**src/rtl/gpio_lockbank_pkg.sv**
```systemverilog
package gpio_lockbank_pkg;
  localparam int unsigned ADDR_W        = 12;
  localparam int unsigned PINS_PER_BANK = 32;
  localparam int unsigned IDX_W         = 8;
  localparam logic [31:0] UNLOCK_KEY    = 32'h00a5a501;
  localparam logic [ADDR_W-1:0] KEY_ADDR = 12'h520;
  localparam logic [ADDR_W-1:0] CTRL_LO  = 12'h100;
  localparam logic [ADDR_W-1:0] CTRL_HI  = 12'h500;

  typedef enum logic [2:0] {
    RK_NONE, RK_OUTST, RK_INST, RK_SET, RK_CLR, RK_CTRL, RK_LOCK, RK_KEY
  } reg_kind_e;

  typedef struct packed {
    reg_kind_e        kind;
    logic [IDX_W-1:0] idx;   // bank number, or pin number for RK_CTRL
  } reg_sel_t;

  // Address map decode; anything outside the populated banks is RK_NONE.
  function automatic reg_sel_t decode_addr(input logic [ADDR_W-1:0] a,
                                           input int unsigned nbanks);
    reg_sel_t s;
    logic [8:0] pin;
    s.kind = RK_NONE;
    s.idx  = '0;
    pin    = a[10:2] - 9'd64;
    if (a[11:7] == 5'b0) begin
      s.idx = {5'b0, a[4:2]};
      if (32'(a[4:2]) < nbanks) begin
        case (a[6:5])
          2'd0:    s.kind = RK_OUTST;
          2'd1:    s.kind = RK_INST;
          2'd2:    s.kind = RK_SET;
          default: s.kind = RK_CLR;
        endcase
      end
    end else if (a >= CTRL_LO && a < CTRL_HI) begin
      s.idx = pin[7:0];
      if (32'(pin) < nbanks * PINS_PER_BANK) s.kind = RK_CTRL;
    end else if (a[11:5] == 7'h28) begin
      s.idx = {5'b0, a[4:2]};
      if (32'(a[4:2]) < nbanks) s.kind = RK_LOCK;
    end else if (a[11:2] == KEY_ADDR[11:2]) begin
      s.kind = RK_KEY;
    end
    return s;
  endfunction

  function automatic logic [2:0] pin_bank(input logic [IDX_W-1:0] p);
    return p[7:5];
  endfunction

  function automatic logic [4:0] pin_pos(input logic [IDX_W-1:0] p);
    return p[4:0];
  endfunction

  // Set and clear only reach unlocked pins.
  function automatic logic [31:0] apply_set(input logic [31:0] cur,
                                            input logic [31:0] mask,
                                            input logic [31:0] lock);
    return cur | (mask & ~lock);
  endfunction

  function automatic logic [31:0] apply_clr(input logic [31:0] cur,
                                            input logic [31:0] mask,
                                            input logic [31:0] lock);
    return cur & ~(mask & ~lock);
  endfunction
endpackage

```
**src/rtl/gpio_lockbank_guard.sv**
```systemverilog
module gpio_lockbank_guard
  import gpio_lockbank_pkg::*;
#(
  parameter int unsigned NUM_BANKS = 8
) (
  input  logic                            clk,
  input  logic                            rst_n,
  input  logic                            acc,
  input  logic                            wr,
  input  reg_sel_t                        sel,
  input  logic [31:0]                     wdata,
  output logic [NUM_BANKS*PINS_PER_BANK-1:0] lock_bits,
  output logic                            armed,
  output logic                            lock_take,
  output logic                            lock_drop
);
  localparam int unsigned NP = NUM_BANKS * PINS_PER_BANK;

  logic          armed_q;
  logic [NP-1:0] lock_q;
  logic          key_hit, lock_try;

  assign key_hit   = acc && wr && (sel.kind == RK_KEY) && (wdata == UNLOCK_KEY);
  assign lock_try  = acc && wr && (sel.kind == RK_LOCK);
  assign lock_take = lock_try && armed_q;
  assign lock_drop = lock_try && !armed_q;

  always_ff @(posedge clk) begin
    if (!rst_n) begin
      armed_q <= 1'b0;
      lock_q  <= '1;
    end else begin
      if (acc) armed_q <= key_hit;   // one-shot: every access re-evaluates
      for (int b = 0; b < NUM_BANKS; b++) begin
        if (lock_take && sel.idx == IDX_W'(b))
          lock_q[b*PINS_PER_BANK +: PINS_PER_BANK] <= wdata;
      end
    end
  end

  assign lock_bits = lock_q;
  assign armed     = armed_q;
endmodule

```
**src/rtl/gpio_lockbank_bank.sv**
```systemverilog
module gpio_lockbank_bank
  import gpio_lockbank_pkg::*;
#(
  parameter int unsigned BANK_ID = 0
) (
  input  logic        clk,
  input  logic        rst_n,
  input  logic        acc,
  input  logic        wr,
  input  reg_sel_t    sel,
  input  logic [31:0] wdata,
  input  logic [31:0] lock,
  input  logic [31:0] pins,
  output logic [31:0] out_q,
  output logic [31:0] dir_q,
  output logic [31:0] in_sync,
  output logic        ignored
);
  localparam logic [IDX_W-1:0] MY_IDX  = IDX_W'(BANK_ID);
  localparam logic [2:0]       MY_BANK = 3'(BANK_ID);

  logic [31:0] sync1, sync2, out_r, dir_r;
  logic        ctrl_hit, set_hit, clr_hit;
  logic [4:0]  pos;

  assign pos      = pin_pos(sel.idx);
  assign ctrl_hit = acc && wr && (sel.kind == RK_CTRL) && (pin_bank(sel.idx) == MY_BANK);
  assign set_hit  = acc && wr && (sel.kind == RK_SET) && (sel.idx == MY_IDX);
  assign clr_hit  = acc && wr && (sel.kind == RK_CLR) && (sel.idx == MY_IDX);

  always_ff @(posedge clk) begin
    if (!rst_n) begin
      sync1 <= '0;
      sync2 <= '0;
      out_r <= '0;
      dir_r <= '1;
    end else begin
      sync1 <= pins;
      sync2 <= sync1;
      if (set_hit) out_r <= apply_set(out_r, wdata, lock);
      else if (clr_hit) out_r <= apply_clr(out_r, wdata, lock);
      if (ctrl_hit && !lock[pos]) dir_r[pos] <= wdata[0];
    end
  end

  assign ignored = (ctrl_hit && lock[pos]) || ((set_hit || clr_hit) && |(wdata & lock));
  assign out_q   = out_r;
  assign dir_q   = dir_r;
  assign in_sync = sync2;
endmodule

```
**src/rtl/gpio_lockbank_regs.sv**
```systemverilog
module gpio_lockbank_regs
  import gpio_lockbank_pkg::*;
#(
  parameter int unsigned NUM_BANKS = 8
) (
  input  logic                                  clk,
  input  logic                                  rst_n,
  input  logic                                  bus_en,
  input  logic                                  bus_wr,
  input  logic [ADDR_W-1:0]                     bus_addr,
  input  logic [31:0]                           bus_wdata,
  output logic [31:0]                           bus_rdata,
  input  logic [NUM_BANKS*PINS_PER_BANK-1:0]    pin_in,
  output logic [NUM_BANKS*PINS_PER_BANK-1:0]    pin_out,
  output logic [NUM_BANKS*PINS_PER_BANK-1:0]    pin_oe
);
  localparam int unsigned NP    = NUM_BANKS * PINS_PER_BANK;
  localparam int unsigned PIN_W = $clog2(NP);

  reg_sel_t       sel;
  logic [NP-1:0]  lock_bits, out_bits, dir_bits, in_bits;
  logic           key_armed, lock_take, lock_drop;
  logic [NUM_BANKS-1:0] bank_ignored;
  logic           locked_write_ignored;
  logic [31:0]    rd_next, rdata_q;

  assign sel = decode_addr(bus_addr, NUM_BANKS);

  gpio_lockbank_guard #(.NUM_BANKS(NUM_BANKS)) u_guard (
    .clk(clk), .rst_n(rst_n), .acc(bus_en), .wr(bus_wr), .sel(sel),
    .wdata(bus_wdata), .lock_bits(lock_bits), .armed(key_armed),
    .lock_take(lock_take), .lock_drop(lock_drop)
  );

  for (genvar b = 0; b < NUM_BANKS; b++) begin : g_bank
    gpio_lockbank_bank #(.BANK_ID(b)) u_bank (
      .clk(clk), .rst_n(rst_n), .acc(bus_en), .wr(bus_wr), .sel(sel),
      .wdata(bus_wdata),
      .lock(lock_bits[b*PINS_PER_BANK +: PINS_PER_BANK]),
      .pins(pin_in[b*PINS_PER_BANK +: PINS_PER_BANK]),
      .out_q(out_bits[b*PINS_PER_BANK +: PINS_PER_BANK]),
      .dir_q(dir_bits[b*PINS_PER_BANK +: PINS_PER_BANK]),
      .in_sync(in_bits[b*PINS_PER_BANK +: PINS_PER_BANK]),
      .ignored(bank_ignored[b])
    );
  end

  // Event wire for the checker: some write bounced off a lock bit.
  assign locked_write_ignored = |bank_ignored;

  always_comb begin
    rd_next = '0;
    if (sel.kind == RK_CTRL) rd_next = {31'b0, dir_bits[sel.idx[PIN_W-1:0]]};
    for (int b = 0; b < NUM_BANKS; b++) begin
      if (sel.idx == IDX_W'(b)) begin
        case (sel.kind)
          RK_OUTST: rd_next = out_bits[b*PINS_PER_BANK +: PINS_PER_BANK];
          RK_INST:  rd_next = in_bits[b*PINS_PER_BANK +: PINS_PER_BANK];
          RK_LOCK:  rd_next = lock_bits[b*PINS_PER_BANK +: PINS_PER_BANK];
          default:  ;
        endcase
      end
    end
  end

  always_ff @(posedge clk) begin
    if (!rst_n) rdata_q <= '0;
    else if (bus_en && !bus_wr) rdata_q <= rd_next;
  end

  assign bus_rdata = rdata_q;
  assign pin_out   = out_bits;
  assign pin_oe    = ~dir_bits;
endmodule

```
**config.mk**
```make
export PLATFORM = sky130hd
export DESIGN_NAME = gpio_lockbank_regs
export DESIGN_NICKNAME = d
export VERILOG_FILES = /design/src/rtl/gpio_lockbank_pkg.sv /design/src/rtl/gpio_lockbank_guard.sv /design/src/rtl/gpio_lockbank_bank.sv /design/src/rtl/gpio_lockbank_regs.sv
export SDC_FILE = /design/constraint.sdc
export NUM_CORES = 2
export LEC_CHECK = 0
export BUFFER_PORTS_ARGS = -buffer_cell sky130_fd_sc_hd__buf_4
export CORE_ASPECT_RATIO = 1.25
export CORE_UTILIZATION = 41
export DETAILED_ROUTE_END_ITERATION = 6
export SYNTH_ARGS = -nofsm -noshare
export SYNTH_HDL_FRONTEND = slang
export SYNTH_SLANG_ARGS = --single-unit
```
**constraint.sdc**
```tcl
create_clock -name clk -period 4.03 [get_ports clk]
set_input_delay 0.806 -clock clk [delete_from_list [all_inputs] [get_ports clk]]
set_output_delay 0.806 -clock clk [all_outputs]
set_load 0.1 [all_outputs]
```
==> summary.md <==
| Metric | Value |
|---|---|
| Worst Slack Setup Final | -0.0792 ns |
| Worst EP arrival | 4.86 ns |
| Final Hold Viols | 0 |
| Clock Sinks | 1313 |
| Htree depth | 4 |
| Fin nets | 7964 |
| CTS max path bufs | 3 |
| Grt met2 use | 64.7% |
| Cell area power density | 392 mW/mm^2 |
| Initial Util | 41.3% |
| Leak | around 33 nW |
| Synth top area share | 45.2% |
| Synth unique cells | 98 |
| First-pass GRT wire length | roughly 420000 microns |
| WL per Instance | 31.2 microns |
| Total Routing Usage GR | 40.6% |
| Die X | 339 microns |
| RSZ-0062 raised after global routing | false |
| Die footprint | 0.143 sq mm |
| HPWL after detailed placement | 223000 microns |
| Post-CTS Hold Buffers | 0 |
| Post-synth EDFFs | 0 |
| Tightest Pin Transition | 1.20 ns |
| Hold Crit Class | input pin to register |
| Primary FF master, synth | dfxtp_1 |
| Setup crit start kind | input pin |
| Ys async rst share | 0% |
| Worst setup EP type | register |
| Initial DRT Pass Iterations | 6 |
| Post-layout util | 53.9% |
| Yosys warnings | 0 |
| Largest net degree at the start of global routing | ~220 |
| Via count | 58.2k |
| Setup TNS | -0.104 ns |
| Core box area | 0.141 sq mm |
| Violated checks | setup timing |
| Slew margin rel. | 19.8% |
| # Post-CTS Setup Buffers | 0 |
| Fmax | 0.243 GHz |
| Met3 GRT Util | 9.97% |
| Top Ports | around 850 |
| Status | finished, violations left |
| Clk_skew | between 0.03 and 0.04 ns |
| Clock Power Share | between 40% and 50% |
| Grt met1 use | 47.6% |
| Busiest grt layer | met2 |
| Max-slew violations | 0 |
| FP Rows | 154 |
| Number of max-cap violations | 0 |
| Hold slack | roughly 0.2 ns |
| Top cells by area, synth | dfxtp_1 (45%), mux2i_1 (7.7%), and2_1 (5.6%), nand2_1 (5.1%), nand3_1 (3.1%) |
| DP Worst Slack | -0.990 ns |
| GPL Wtd Cong | approximately 1 |
| DP Area | 0.0712 sq mm |
| Area leader, netlist | dfxtp_1 |
| Worst Path Required | 4.78 ns |
| Minimum clock period | approximately 4 ns |
| Detailed Route WL | 301000 microns |
| VDD IR max | 0.000450 V |
| Combinational fraction of design power | slightly above 10% |
| Share of cells above drive strength 1 | between 20% and 30% |
| Post-Layout Inst Area | approximately 0.076 sq mm |
| Final ANT Viol Nets | 0 |
| Total power | 29.7 mW |
| DR iter-0 viols | approximately 7k |
| Worst-path fanout max | 11 |
| Num CTS Buffers | 136 |
| Area Overhead vs Synth | 30.5% |
| Register area share after synthesis | 45.2% |
| Mapped Nets | 6954 |
| Internal Pwr Total | 22.2 mW |
| Fin crit share | 102% |
| Cell Area, Synth | 0.0581 sq mm |
| Syn Inst Count | 6645 |
| Root buffer cell | clkbuf_16 |
| Vias in the first global route | between 50k and 60k |
| Flop pwr share | around 45% |
| Placed Cells incl. Taps | 9389 |
| Setup violators final | 2 |
| Switch Pwr | 7.58 mW |
| Critical path class | input pin to register |
| Avg Synthesized Cell Area | just under 9 sq um |
| CTS tree | done |
| Residual DRC | 0 |
| DR vias/cell | 6.04 |
| Finished Layout Cells | 9631 |
| Net Sw Frac | about a quarter |
| GRT overflow | 0 |
| Flop and latch count out of synthesis | 1313 |
| Initial antenna violation count | 13 |
| Worst-Skew Late Latency | 0.82 ns |
| CTS clk-pin slew, worst paths | about 0.06 ns |
| Die height | roughly 420 microns |
| PortBufs | 847 |
-- path summary, 6_finish.rpt --
check / startpoint / end / slack [ns] / cells after the start
worst max register to register: u_guard.lock_bits[239] / g_bank[7].u_bank.dir_q[12] / 1.10 / 10
worst min register to register: g_bank[0].u_bank.sync1[18] / g_bank[0].u_bank.in_sync[18] / 0.43 / 1
worst max-delay path: bus_addr[0] / bus_rdata[0] / -0.08 / 14
worst min-delay path: pin_in[17] / g_bank[0].u_bank.sync1[17] / 0.21 / 2
-- cell usage after synthesis, drive strengths merged, types with 25 or more instances --
master,number
o2bb2ai,97
a32o,25
clkbuf,439
mux2,40
buf,206
mux2i,447
nor2,368
dfxtp,1313
a2111oi,27
o311ai,212
and3,37
a22oi,92
a21oi,225
o211ai,67
inv,276
a211oi,111
nand3,365
nand2,793
o22ai,50
and2,522
nand4b,29
nor3,42
nand4,45
a221oi,44
nor3b,218
o21ai,299
-- routing by layer --
| layer | wire length [microns] | up-vias |
|---|---|---|
| li1 | - | 25527 |
| met1 | 111000 | 28190 |
| met2 | 136000 | 3658 |
| met3 | 29300 | 808 |
| met4 | 24900 | 8 |
| met5 | 50 | - |
-- power by group through the flow --
stage | Combinational, mW | Sequential, mW | Clock, mW
floorplan | 1.35 | 13.6 | 0
global placement | 2.96 | 13.6 | 0
detailed placement | 2.97 | 13.6 | 0
CTS | 2.98 | 13.3 | 13.4
global route | 3.15 | 13.3 | 14.0
finish | 3.07 | 13.3 | 13.3
-- layout by cell type (no fill, tap or decap), types with 15 or more instances in the layout --
| cell | count |
|---|---|
| buf_4 | 1375 |
| dfxtp_1 | 1313 |
| nand2_1 | 789 |
| and2_1 | 522 |
| mux2i_1 | 447 |
| nand3_1 | 364 |
| nor2_1 | 340 |
| o21ai_0 | 282 |
| inv_1 | 274 |
| a21oi_1 | 218 |
| nor3b_1 | 203 |
| o311ai_0 | 161 |
| clkbuf_16 | 141 |
| buf_12 | 138 |
| a211oi_1 | 107 |
| o2bb2ai_1 | 97 |
| a22oi_1 | 92 |
| o211ai_1 | 64 |
| o311ai_1 | 51 |
| o22ai_1 | 49 |
| nand4_1 | 45 |
| a221oi_1 | 44 |
| mux2_2 | 40 |
| and3_1 | 36 |
| nor3_1 | 35 |
| nand4b_1 | 29 |
| clkbuf_8 | 26 |
| a32o_1 | 25 |
| clkbuf_1 | 23 |
| nor2_2 | 21 |
| o221ai_1 | 20 |
| a211o_1 | 18 |
| o2111ai_1 | 17 |
| a31o_2 | 17 |
| clkinv_2 | 17 |
| a22o_1 | 16 |
| a2111oi_0 | 16 |
| nor3b_2 | 15 |
-- area by class of cell --
| class | instances | area, sq um |
|---|---|---|
| clock buffers | 190 | 3970 |
| multi-input cells | 4410 | 28500 |
| fillers | 13155 | 65000 |
| diodes | 7 | 17.5 |
| inverters | 276 | 1050 |
| flip-flops and latches | 1313 | 26300 |
| repair buffers | 1518 | 13100 |
| clock inverters | 45 | 639 |
| well taps | 1872 | 2340 |
-- what timing repair did --
item                                    in CTS  in global routing
resized for setup                            2                  4
endpoints found under the setup margin       2                  8
endpoints found under the hold margin        0                  0
-- logic make-up after synthesis --
logic type / share of synthesized area, %
flip-flops: 45.2
adder cells (fa/ha/maj): 0.108
AO/OA/AOI/OAI: 17.6
buffers and inverters: 6.42
XOR/XNOR: 0.0151
multiplexers: 8.86
AND/OR/NAND/NOR: 21.8
-- critical path: stages --
cell      delay (ns)
buf_4           0.15
nor4_1          0.51
buf_4           0.24
and4_1          0.27
buf_4           0.16
o31ai_2         0.07
nor3_1          0.86
nand2_1         0.26
buf_4           0.28
nand3_1         0.11
a222oi_1        0.11
buf_4           0.20
o21ai_0         0.61
a32o_1          0.22
No activity file was read; power rests on OpenSTA's default activity.
